File: src/rtl/dma_irq_pkg.sv
package dma_irq_pkg;

  // Bit positions inside one channel nibble of the status and clear words
  localparam int NIB_W    = 4;
  localparam int NIB_GLB  = 0;
  localparam int NIB_DONE = 1;
  localparam int NIB_HALF = 2;
  localparam int NIB_ERR  = 3;

  typedef struct packed {
    logic err;
    logic half;
    logic done;
  } evt_t;

endpackage

File: src/rtl/dma_irq_regif.sv
module dma_irq_regif
  import dma_irq_pkg::*;
#(
  parameter int NUM_CH   = 8,
  parameter int DATA_W   = 32,
  parameter int ADDR_W   = 4,
  parameter int STAT_OFS = 0,
  parameter int CLR_OFS  = 4
) (
  input  logic [ADDR_W-1:0] bus_addr,
  input  logic              bus_wr,
  input  logic [DATA_W-1:0] bus_wdata,
  input  logic [DATA_W-1:0] status_i,
  output logic [DATA_W-1:0] bus_rdata,
  output evt_t              clr_o [NUM_CH]
);

  localparam logic [ADDR_W-1:0] STAT_A = ADDR_W'(STAT_OFS);
  localparam logic [ADDR_W-1:0] CLR_A  = ADDR_W'(CLR_OFS);

  logic clr_hit;
  logic stat_sel;

  always_comb begin
    clr_hit  = bus_wr && (bus_addr == CLR_A);
    stat_sel = (bus_addr == STAT_A);
  end

  // Read path: only the status word is readable, everything else is zero
  always_comb begin
    bus_rdata = stat_sel ? status_i : '0;
  end

  for (genvar c = 0; c < NUM_CH; c++) begin : g_clr
    logic wipe;
    always_comb begin
      wipe          = bus_wdata[NIB_W*c + NIB_GLB];
      clr_o[c].err  = clr_hit && (bus_wdata[NIB_W*c + NIB_ERR]  || wipe);
      clr_o[c].half = clr_hit && (bus_wdata[NIB_W*c + NIB_HALF] || wipe);
      clr_o[c].done = clr_hit && (bus_wdata[NIB_W*c + NIB_DONE] || wipe);
    end
  end

endmodule

File: src/rtl/dma_irq_chan_flags.sv
module dma_irq_chan_flags
  import dma_irq_pkg::*;
(
  input  logic clk,
  input  logic rst_n,
  input  evt_t evt_i,
  input  evt_t clr_i,
  output evt_t flag_o
);

  evt_t flag_q;
  evt_t flag_d;
  logic flag_en;

  // Event has priority over a clear in the same cycle
  always_comb begin
    flag_d  = (flag_q & ~clr_i) | evt_i;
    flag_en = (|evt_i) || (|clr_i);
  end

  always_ff @(posedge clk or negedge rst_n) begin
    if (!rst_n) begin
      flag_q <= '0;
    end else if (flag_en) begin
      flag_q <= flag_d;
    end
  end

  assign flag_o = flag_q;

endmodule

File: src/rtl/dma_irq_line.sv
module dma_irq_line
  import dma_irq_pkg::*;
(
  input  logic clk,
  input  logic rst_n,
  input  evt_t flag_i,
  input  evt_t en_i,
  output logic irq_o
);

  logic irq_q;
  logic irq_d;
  logic irq_en;

  always_comb begin
    irq_d  = |(flag_i & en_i);
    irq_en = (irq_d != irq_q);
  end

  always_ff @(posedge clk or negedge rst_n) begin
    if (!rst_n) begin
      irq_q <= 1'b0;
    end else if (irq_en) begin
      irq_q <= irq_d;
    end
  end

  assign irq_o = irq_q;

endmodule

File: src/rtl/dma_irq_flags.sv
module dma_irq_flags
  import dma_irq_pkg::*;
#(
  parameter int NUM_CH   = 8,
  parameter int DATA_W   = 32,
  parameter int ADDR_W   = 4,
  parameter int STAT_OFS = 0,
  parameter int CLR_OFS  = 4
) (
  input  logic              clk,
  input  logic              rst_n,
  input  logic [NUM_CH-1:0] evt_half,
  input  logic [NUM_CH-1:0] evt_done,
  input  logic [NUM_CH-1:0] evt_err,
  input  logic [NUM_CH-1:0] en_half,
  input  logic [NUM_CH-1:0] en_done,
  input  logic [NUM_CH-1:0] en_err,
  input  logic [ADDR_W-1:0] bus_addr,
  input  logic              bus_wr,
  input  logic [DATA_W-1:0] bus_wdata,
  output logic [DATA_W-1:0] bus_rdata,
  output logic [NUM_CH-1:0] irq
);

  localparam int USED_W = NIB_W * NUM_CH;

  evt_t              clr_v  [NUM_CH];
  evt_t              flag_v [NUM_CH];
  logic [DATA_W-1:0] status_w;
  logic [NUM_CH-1:0] flag_half;
  logic [NUM_CH-1:0] flag_done;
  logic [NUM_CH-1:0] flag_err;

  dma_irq_regif #(
    .NUM_CH  (NUM_CH),
    .DATA_W  (DATA_W),
    .ADDR_W  (ADDR_W),
    .STAT_OFS(STAT_OFS),
    .CLR_OFS (CLR_OFS)
  ) u_regif (
    .bus_addr (bus_addr),
    .bus_wr   (bus_wr),
    .bus_wdata(bus_wdata),
    .status_i (status_w),
    .bus_rdata(bus_rdata),
    .clr_o    (clr_v)
  );

  for (genvar c = 0; c < NUM_CH; c++) begin : g_ch
    evt_t evt_c;
    evt_t en_c;

    always_comb begin
      evt_c.err  = evt_err[c];
      evt_c.half = evt_half[c];
      evt_c.done = evt_done[c];
      en_c.err   = en_err[c];
      en_c.half  = en_half[c];
      en_c.done  = en_done[c];
    end

    dma_irq_chan_flags u_flags (
      .clk   (clk),
      .rst_n (rst_n),
      .evt_i (evt_c),
      .clr_i (clr_v[c]),
      .flag_o(flag_v[c])
    );

    dma_irq_line u_line (
      .clk   (clk),
      .rst_n (rst_n),
      .flag_i(flag_v[c]),
      .en_i  (en_c),
      .irq_o (irq[c])
    );

    always_comb begin
      flag_half[c] = flag_v[c].half;
      flag_done[c] = flag_v[c].done;
      flag_err[c]  = flag_v[c].err;
      status_w[NIB_W*c + NIB_ERR]  = flag_v[c].err;
      status_w[NIB_W*c + NIB_HALF] = flag_v[c].half;
      status_w[NIB_W*c + NIB_DONE] = flag_v[c].done;
      status_w[NIB_W*c + NIB_GLB]  = |flag_v[c];
    end
  end

  if (DATA_W > USED_W) begin : g_pad
    assign status_w[DATA_W-1:USED_W] = '0;
  end

endmodule

File: config.mk
export PLATFORM = sky130hd
export DESIGN_NAME = dma_irq_flags
export DESIGN_NICKNAME = d
export VERILOG_FILES = /design/src/rtl/dma_irq_pkg.sv /design/src/rtl/dma_irq_regif.sv /design/src/rtl/dma_irq_chan_flags.sv /design/src/rtl/dma_irq_line.sv /design/src/rtl/dma_irq_flags.sv
export SDC_FILE = /design/constraint.sdc
export NUM_CORES = 1
export LEC_CHECK = 0
export BUFFER_PORTS_ARGS = -buffer_cell sky130_fd_sc_hd__buf_2
export CORE_ASPECT_RATIO = 1.4
export CORE_MARGIN = 1.5
export CORE_UTILIZATION = 37
export DETAILED_ROUTE_END_ITERATION = 12
export PLACE_DENSITY = 0.72
export SYNTH_ARGS = -nofsm -noshare
export SYNTH_HDL_FRONTEND = slang
export SYNTH_SLANG_ARGS = --single-unit
export TNS_END_PERCENT = 10
File: constraint.sdc
create_clock -name clk -period 1 [get_ports clk]
set_input_delay 0.1 -clock clk [delete_from_list [all_inputs] [get_ports clk]]
set_output_delay 0.1 -clock clk [all_outputs]
set_load 0.05 [all_outputs]
==> impl_metrics.ini, run 1 <==
[worst_setup_path]
worstPathRequired_ns = 0.90
critPathArrivalTime_ns = 1.20
worst-path-stages = 2
cpLargestDelayFamily = flip-flops
cp-endpoint = bus_rdata[12]
worst-path-buf-inv = 1
crit_chain = o31a_4, buf_6
regToRegEndpoint = g_ch[0].u_line.irq_o
start_kind = flop
worstSetupStartpoint = g_ch[3].u_flags.flag_o[1]
crit_slowest_cell = dfrtp_1
cp-end-kind = primary output
worst-setup-path-type = flop to primary output
reg2reg_depth = 3
reg2reg_from = g_ch[0].u_flags.flag_o[0]
ff2ff_setup_slack_ns = -0.08
worstPathMaxFanout = 2
max_stage_delay_ns = 0.40

[power_and_ir_drop]
power.density_nw_per_um2 = 1004
static-leakage-power_uw = 0.001329
ir_drop_uv = 569.0
power_uw = 3207

[drt]
vias_per_cell = 5.432
wl_per_cell_um = 16.20
routed_wl_um = 6157
ant_nets = 0
vias = 2064
drc = 0
firstDrtPassIters = 6
drt-initial-drc-count = 56

[synth]
synthSimpleGateAreaFrac = 0.1897
synth_top_family_by_area = compound AO/OA/AOI/OAI gates
netlist_instances = 175
synth-xor-area-share = 0
syn_area_per_cell_um2 = 10.59
ys_types = 13
syn_nets = 262
synth_compound_area_frac = 0.2917
syn-cell-area_um2 = 1853
yosys_warnings = 0
synthAdderAreaFrac = 0
ys_seq_area_frac = 0.4321
ys_ff_latch = 32
synthMuxAreaShare = 0

[global_route]
gr-usage-met2 = 0.4409
grt_pass1_wl_um = 9528
antenna_found_initial = 0
grt_max_degree = 33
grt_pass1_vias = 2087
use_met1 = 0.2289
use_met3 = 0.05195
grt_usage = 0.2268
grt-ovfl-total = 0
busiest_layer = met2

[sta]
worstMarginPinSlew_ns = 0.3158
relSlewSlack = 0.7895
period_share = 1.301
min_period_ns = 1.301
setup_viol = 37
slew_viol_final = 0
finClkSkew_ns = 0.003723
timing.final.ws_setup_ns = -0.3007
fin_setup_tns_ns = -7.220
max_freq_mhz = 768.8
hold_viol = 0
grt_setup_unrepaired = yes

[clocking]
clockRootBuffer = clkbuf_8
clock_sinks = 32
clk_latency_ns = 0.28
numCtsBuffers = 5
cts_tree = done
cts_max_path_buffers = 2
clkTransAtPathRegs_ns = 0.07
htreeDepth = 2

[job]
max_cap_viol_count = 0

[floorplan]
start_util = 0.3827
num_rows = 30
fp.dieH_um = 86.74
io_pins = 127
dieArea_um2 = 5448
core_um2 = 4842
dieWidth_um = 62.81

[min_path]
hold_path_class = input pin to flop

[finish]
syn_to_final_growth_pct = 72.32
fin_nets = 402
drive_above_1_share = 0.6171
diodes = 0

[placed_design]
hpwl_um = 4224
gp_congestion = 0.8273
portBuffers = 126

[run_status]
violations = setup timing
outcome = finished, violations left
cell families (layout without fill, tap and decap cells):
group | after synthesis | count (layout)
buffers and inverters | 30 | 171
AOI/OAI and AO/OA | 64 | 64
DFF | 32 | 32
and+or+nand+nor | 49 | 49
synth_stat cells:
cell	number	area [um^2]
a222oi_1	8	80.08
and2_1	24	150.1
buf_2	2	10.01
buf_4	8	60.06
buf_6	2	22.52
clkbuf_1	10	37.54
dfrtp_1	32	800.8
inv_1	8	30.03
nor4_4	1	21.27
o211ai_1	24	180.2
o22a_1	24	210.2
o31a_1	8	70.07
or4_1	24	180.2
worst min-delay path: cells and delay by family:
kind                   cells  cell delay, ns
AOI/OAI and AO/OA          1            0.05
buffers and inverters      2            0.13
registers in the layout, indices dropped and copies added, names as in the netlist:
register             flops
g_ch.u_flags.flag_o     24
g_ch.u_line.irq_o        8
layout make-up:
class	instances	area, um^2
clock buffer	6	82.58
tap	64	80.08
sequential	32	800.8
multi-input combinational	113	1021
fill	403	1649
inverter	8	30.03
timing repair buffer	155	1169
clock inverter	2	10.01
report_power, final:
part	switching [uW]	total (uW)	internal [uW]
combinational	441	814	373
clock	496	1050	549
sequential	21.6	1350	1330
layer usage:
layer  vias to the layer above  wire [um]
met5                         -          0
met4                         0        118
li1                        978          -
met2                        79       3604
met3                        10        293
met1                       997       2141
metrics by stage:
step	instances	hold slack [ns]	util	worst slack [ns]	instance area, um^2
after detailed placement	365	0.07166	0.5682	-0.3119	2751
final	380	0.02431	0.6594	-0.3007	3193
after floorplan	175	-0.1956	-	-0.01600	2013
after global placement	365	0.07391	0.5682	-0.2826	2751
after global routing	380	0.03117	0.6594	-0.3325	3193
after CTS	377	0.01748	0.6481	-0.3065	3138
worst min-delay path by stage:
| stage | startpoint | cells past startpoint | endpoint |
|---|---|---|---|
| global route | en_half[7] | 3 | g_ch[7].u_line.irq_o |
| finish | en_half[2] | 3 | g_ch[2].u_line.irq_o |
| detailed placement | rst_n | 2 | g_ch[6].u_line.irq_o |
| global placement | rst_n | 2 | g_ch[6].u_line.irq_o |
| floorplan | rst_n | 0 | g_ch[0].u_flags.flag_o[0] |
| CTS | en_half[2] | 3 | g_ch[2].u_line.irq_o |
timing repair:
item / in CTS / in global routing
hold endpoints to repair: 32 / 0
hold buffers: 1 / 0
endpoints found under the setup margin: 35 / 42
setup buffers: 3 / 3
resized for setup: 81 / 10
pin swaps: 3 / 5
cloned: 0 / 0
placed cells by master (no fill, tap or decap), drive strengths merged, types with 2 or more instances in the layout:
cell type / Yosys / layout
clkinv: 0 / 2
o22a: 24 / 24
buf: 12 / 152
and2: 24 / 24
o31a: 8 / 8
dfrtp: 32 / 32
or4: 24 / 24
o211ai: 24 / 24
clkbuf: 10 / 8
inv: 8 / 8
a222oi: 8 / 8
Power figures use the tool's default switching activity.
==> run 2: changes to the inputs <==
--- a/config.mk
+++ b/config.mk
@@ -10,7 +10,7 @@
 export CORE_MARGIN = 1.5
 export CORE_UTILIZATION = 37
 export DETAILED_ROUTE_END_ITERATION = 12
-export PLACE_DENSITY = 0.72
+export PLACE_DENSITY = 0.76
 export SYNTH_ARGS = -nofsm -noshare
 export SYNTH_HDL_FRONTEND = slang
 export SYNTH_SLANG_ARGS = --single-unit
==> impl_metrics.ini, run 2 (synthesized netlist as in run 1, its figures left out) <==
[finish]
largest_register_ffs = 24
drive_above_1_share = 0.6183
instances_no_fill = 381
diodes = 0
fin_nets = 404
syn_to_final_growth_pct = 70.90
final_cell_mix = buf_2, dfrtp_1, buf_4
final_common_cell = buf_2
fillCellCount = 376

[global_route]
antenna_found_initial = 0
grt_max_degree = 25
grt_pass1_wl_um = 9397
grt_pass1_vias = 2050
grt-ovfl-total = 0
grt_usage = 0.2216

[worst_setup_path]
start_kind = flop
worstPathRequired_ns = 0.90
cp-end-kind = primary output
critPathArrivalTime_ns = 1.20
worst-setup-path-type = flop to primary output
worstPathMaxFanout = 4
reg2reg_depth = 3

[placed_design]
gp_congestion = 0.7567
dp_cells = 368
hpwl_um = 4405
portBuffers = 126

[sta]
whs_ns = 0.03217
max_freq_mhz = 768.2
timing.final.ws_setup_ns = -0.3018
min_period_ns = 1.302
finClkSkew_ns = 0.009550
worstMarginPinSlew_ns = 0.2931
period_share = 1.302
fin_setup_tns_ns = -6.800
hold_viol = 0
setup_viol = 38
grt_setup_unrepaired = yes
relSlewSlack = 0.8031
slew_viol_final = 0

[run_status]
outcome = finished, violations left
violations = setup timing

[job]
max_cap_viol_count = 0

[min_path]
hold_path_depth = 3
hold_path_class = input pin to flop

[clocking]
numCtsBuffers = 5
htreeDepth = 2
cts_max_path_buffers = 2
clk_latency_ns = 0.27
clock_sinks = 32
clkTransAtPathRegs_ns = 0.07
clockRootBuffer = clkbuf_8
cts_tree = done

[floorplan]
start_util = 0.3827
num_rows = 30
dieArea_um2 = 5448
core_um2 = 4842
dieWidth_um = 62.81
io_pins = 127
fp.dieH_um = 86.74

[drt]
vias_per_cell = 5.478
firstDrtPassIters = 4
vias = 2087
ant_nets = 0
drt-initial-drc-count = 114
routed_wl_um = 6100
drc = 0
wl_per_cell_um = 16.01

[power_and_ir_drop]
ir_drop_uv = 977.0
static-leakage-power_uw = 0.001321
power_uw = 3219
power.density_nw_per_um2 = 1016
run 2: cell types whose count changed in the layout (fill, tap and decap cells not counted), moves of 2 or more:
cell	change
buf_4	+9
buf_8	-4
buf_6	-3
clkinv_2	-2
run 2: repair_timing:
action                     CTS  global route
hold buffers                 1             0
buffers inserted             2             3
pin swaps                    3             5
setup endpoints to repair   37            41
hold endpoints to repair    32             0
resized for setup           72             5
run 2: area by class of cell:
cell class / instances / area, um^2 / area share
clock buffers: 7 / 96.34 / 0.03042
repair buffers: 157 / 1140 / 0.3599
inverters: 8 / 30.03 / 0.009482
flip-flops and latches: 32 / 800.8 / 0.2529
multi-input cells: 113 / 1020 / 0.3220
well taps: 64 / 80.08 / 0.02529
run 2: per-stage QoR:
step	setup slack [ns]	cell area, um^2	util
after global placement	-0.2954	2774	0.5729
after global routing	-0.3345	3167	0.6540
after CTS	-0.3056	3127	0.6457
final	-0.3018	3167	0.6540
after detailed placement	-0.3219	2774	0.5729
after floorplan	-0.01600	2013	-
run 2: worst paths after layout:
path	startpoint	to	slack [ns]
worst min register to register	g_ch[7].u_flags.flag_o[0]	g_ch[7].u_flags.flag_o[0]	0.57
worst max register to register	g_ch[2].u_flags.flag_o[2]	g_ch[2].u_line.irq_o	-0.05
worst max-delay path	g_ch[1].u_flags.flag_o[2]	bus_rdata[4]	-0.30
min in group asynchronous	rst_n	g_ch[4].u_line.irq_o	0.21
max in group asynchronous	rst_n	g_ch[6].u_flags.flag_o[2]	0.38
worst min-delay path	en_half[1]	g_ch[1].u_line.irq_o	0.03
run 2: power by group:
part           switching [uW]  internal [uW]  leakage [uW]  total (uW)
sequential               22.1           1330      0.000290        1350
combinational             443            367      0.000981         810
clock                     447            613     0.0000503        1060
total                     912           2310       0.00132        3220
run 2: worst max-delay path, cell delays in order (launching register included):
cell	delay [ns]
dfrtp_1	0.42
o31a_4	0.35
buf_8	0.15
run 2: per-layer routing:
layer	GRT usage	routed length, um	up-vias
met5	0	0	-
met4	0.09697	118	0
met3	0.04545	275	10
met2	0.4242	3463	87
met1	0.2324	2242	1001
li1	-	-	989
==> run 3: changes to the inputs <==
--- a/config.mk
+++ b/config.mk
@@ -5,10 +5,11 @@
 export SDC_FILE = /design/constraint.sdc
 export NUM_CORES = 1
 export LEC_CHECK = 0
+export ABC_AREA = 1
 export BUFFER_PORTS_ARGS = -buffer_cell sky130_fd_sc_hd__buf_2
 export CORE_ASPECT_RATIO = 1.4
 export CORE_MARGIN = 1.5
-export CORE_UTILIZATION = 37
+export CORE_UTILIZATION = 38
 export DETAILED_ROUTE_END_ITERATION = 12
 export PLACE_DENSITY = 0.76
 export SYNTH_ARGS = -nofsm -noshare
==> impl_metrics.ini, run 3 <==
[run_status]
outcome = finished, violations left
violations = setup timing

[synth]
synth.largest_area_cell = dfrtp_1
ys_seq_area_frac = 0.4118
synth_area_leaders = dfrtp_1, nand2_1, inv_1, nand4_1, nor2_1
ys_ff_latch = 32
ys_types = 12
async_reset_ff_frac = 1.000
synth_top_area_frac = 0.4118
ys_top_cells_by_count = nand2_1, inv_1, dfrtp_1
syn_area_per_cell_um2 = 6.613
post-synth-top-count-cell = nand2_1
yosys_warnings = 0
netlist_instances = 294
synth_enable_flop_cells = 0
ys.flop_type = dfrtp_1
syn-cell-area_um2 = 1944
syn_nets = 381

[worst_setup_path]
worst-path-buf-inv = 2
ff2ff_setup_slack_ns = 0.05
cp-end-kind = primary output
crit_slowest_cell = dfrtp_1
worstPathRequired_ns = 0.90
max_stage_delay_ns = 0.37
start_kind = flop
critPathArrivalTime_ns = 1.10
reg2reg_depth = 4
worst-path-stages = 3
cpLargestDelayFamily = flip-flops
crit_chain = inv_2, a31oi_2, buf_6
worstPathMaxFanout = 2
worst-setup-path-type = flop to primary output

[sta]
whs_ns = 0.003969
worstMarginPinSlew_ns = 0.2575
fin_setup_tns_ns = -3.039
grt_setup_unrepaired = yes
finClkSkew_ns = 0.002674
max_freq_mhz = 832.6
relSlewSlack = 0.8283
min_period_ns = 1.201
hold_viol = 0
period_share = 1.201
timing.final.ws_setup_ns = -0.2010
setup_viol = 32
slew_viol_final = 0

[global_route]
grt-ovfl-total = 0
grt_max_degree = 33
grt_pass1_wl_um = 9646
grt_pass1_vias = 2332
antenna_found_initial = 0
grt_usage = 0.2228

[power_and_ir_drop]
power_frac_comb = 0.271
swShare = 0.2995
power_uw = 3244
ir_drop_uv = 501.5
clockPowerShare = 0.315
p_int_uw = 2273
power_switching_uw = 971.6
power.density_nw_per_um2 = 929.0
seq_power_share = 0.414
static-leakage-power_uw = 0.002051

[finish]
instances_no_fill = 522
diodes = 0
largest_register_ffs = 24
fillCellCount = 397
fin_nets = 544
drive_above_1_share = 0.4869
final_cell_mix = nand2_1, buf_2, inv_1, dfrtp_1, buf_6
multi_input_area_um2 = 917.1
final_common_cell = nand2_1
syn_to_final_growth_pct = 79.60
register_area_um2 = 800.8

[drt]
firstDrtPassIters = 4
routed_wl_um = 6352
vias_per_cell = 4.454
wl_per_cell_um = 12.17
ant_nets = 0
vias = 2325
drt-initial-drc-count = 44
drc = 0

[placed_design]
hpwl_um = 4189
gp_congestion = 0.8042
portBuffers = 126
dp_cells = 486

[floorplan]
fp.dieH_um = 87.64
start_util = 0.3985
core_um2 = 4880
dieArea_um2 = 5561
io_pins = 127
dieWidth_um = 63.46
num_rows = 30

[clocking]
htreeDepth = 2
cts_max_path_buffers = 2
clk_latency_ns = 0.28
clkTransAtPathRegs_ns = 0.07
cts_tree = done
clockRootBuffer = clkbuf_8
numCtsBuffers = 5
clock_sinks = 32

[job]
max_cap_viol_count = 0

[min_path]
hold_path_depth = 3
hold_path_class = input pin to flop
-- run 3: changes by cell type in the layout (fill, tap and decap cells not counted), sizes merged, moves of 14 or more --
cell / before / now
o22a: 24 / 0
dlygate4sd3: 1 / 15
or4: 24 / 0
o211ai: 24 / 0
and2: 24 / 0
nor2: 0 / 27
nand4: 0 / 24
inv: 8 / 81
nand2: 0 / 97
-- run 3: stage by stage --
stage	utilization	worst slack, ns	area [um^2]
after global routing	0.7156	-0.2252	3492
after floorplan	-	-0.1419	2054
after CTS	0.6908	-0.1877	3371
after detailed placement	0.5849	-0.1691	2854
after global placement	0.5849	-0.1444	2854
final	0.7156	-0.2010	3492
-- run 3: area by class of cell --
| type | count | share of cell area |
|---|---|---|
| Inverter | 81 | 0.08707 |
| Tap cell | 64 | 0.02293 |
| Timing Repair Buffer | 173 | 0.3723 |
| Sequential cell | 32 | 0.2293 |
| Multi-Input combinational cell | 164 | 0.2626 |
| Clock buffer | 8 | 0.02580 |
-- run 3: kinds of logic after synthesis --
group,Yosys count,share of synthesized area
flops,32,0.4118
simple gates,156,0.3462
compound gates,8,0.02574
buf+inv,98,0.2162
-- run 3: worst min-delay path, stage by stage --
cell and delay (ns):
buf_2 0.08, inv_1 0.03, nand2_1 0.05
-- run 3: timing repair --
action / in CTS / in global routing
hold buffers: 15 / 0
pin swaps: 28 / 3
cloned: 0 / 0
setup endpoints to repair: 32 / 34
endpoints found under the hold margin: 46 / 0
gates resized for setup: 89 / 17
buffers inserted: 9 / 4
-- run 3: final timing paths --
check / from / endpoint
max: g_ch[7].u_flags.flag_o[0] / bus_rdata[28]
min: evt_err[2] / g_ch[2].u_flags.flag_o[2]
max reg2reg: g_ch[4].u_flags.flag_o[0] / g_ch[4].u_line.irq_o
min reg2reg: g_ch[3].u_flags.flag_o[1] / g_ch[3].u_flags.flag_o[1]
max in group asynchronous: rst_n / g_ch[2].u_line.irq_o
min in group asynchronous: rst_n / g_ch[7].u_line.irq_o
-- run 3: metal layers --
metal,part of all wire,vias to the layer above,track usage
li1,-,1189,-
met1,0.37,1049,0.2122
met2,0.57,78,0.4555
met3,0.046,9,0.04242
met4,0.017,0,0.09486
met5,0,-,0
-- run 3: power groups by stage --
stage                     logic [uW]  registers [uW]  clock network [uW]
after floorplan                  426            1360                   0
after global placement           719            1360                   0
after detailed placement         733            1370                   0
after CTS                        848            1340                1050
after global routing             944            1350                1110
final                            879            1340                1020
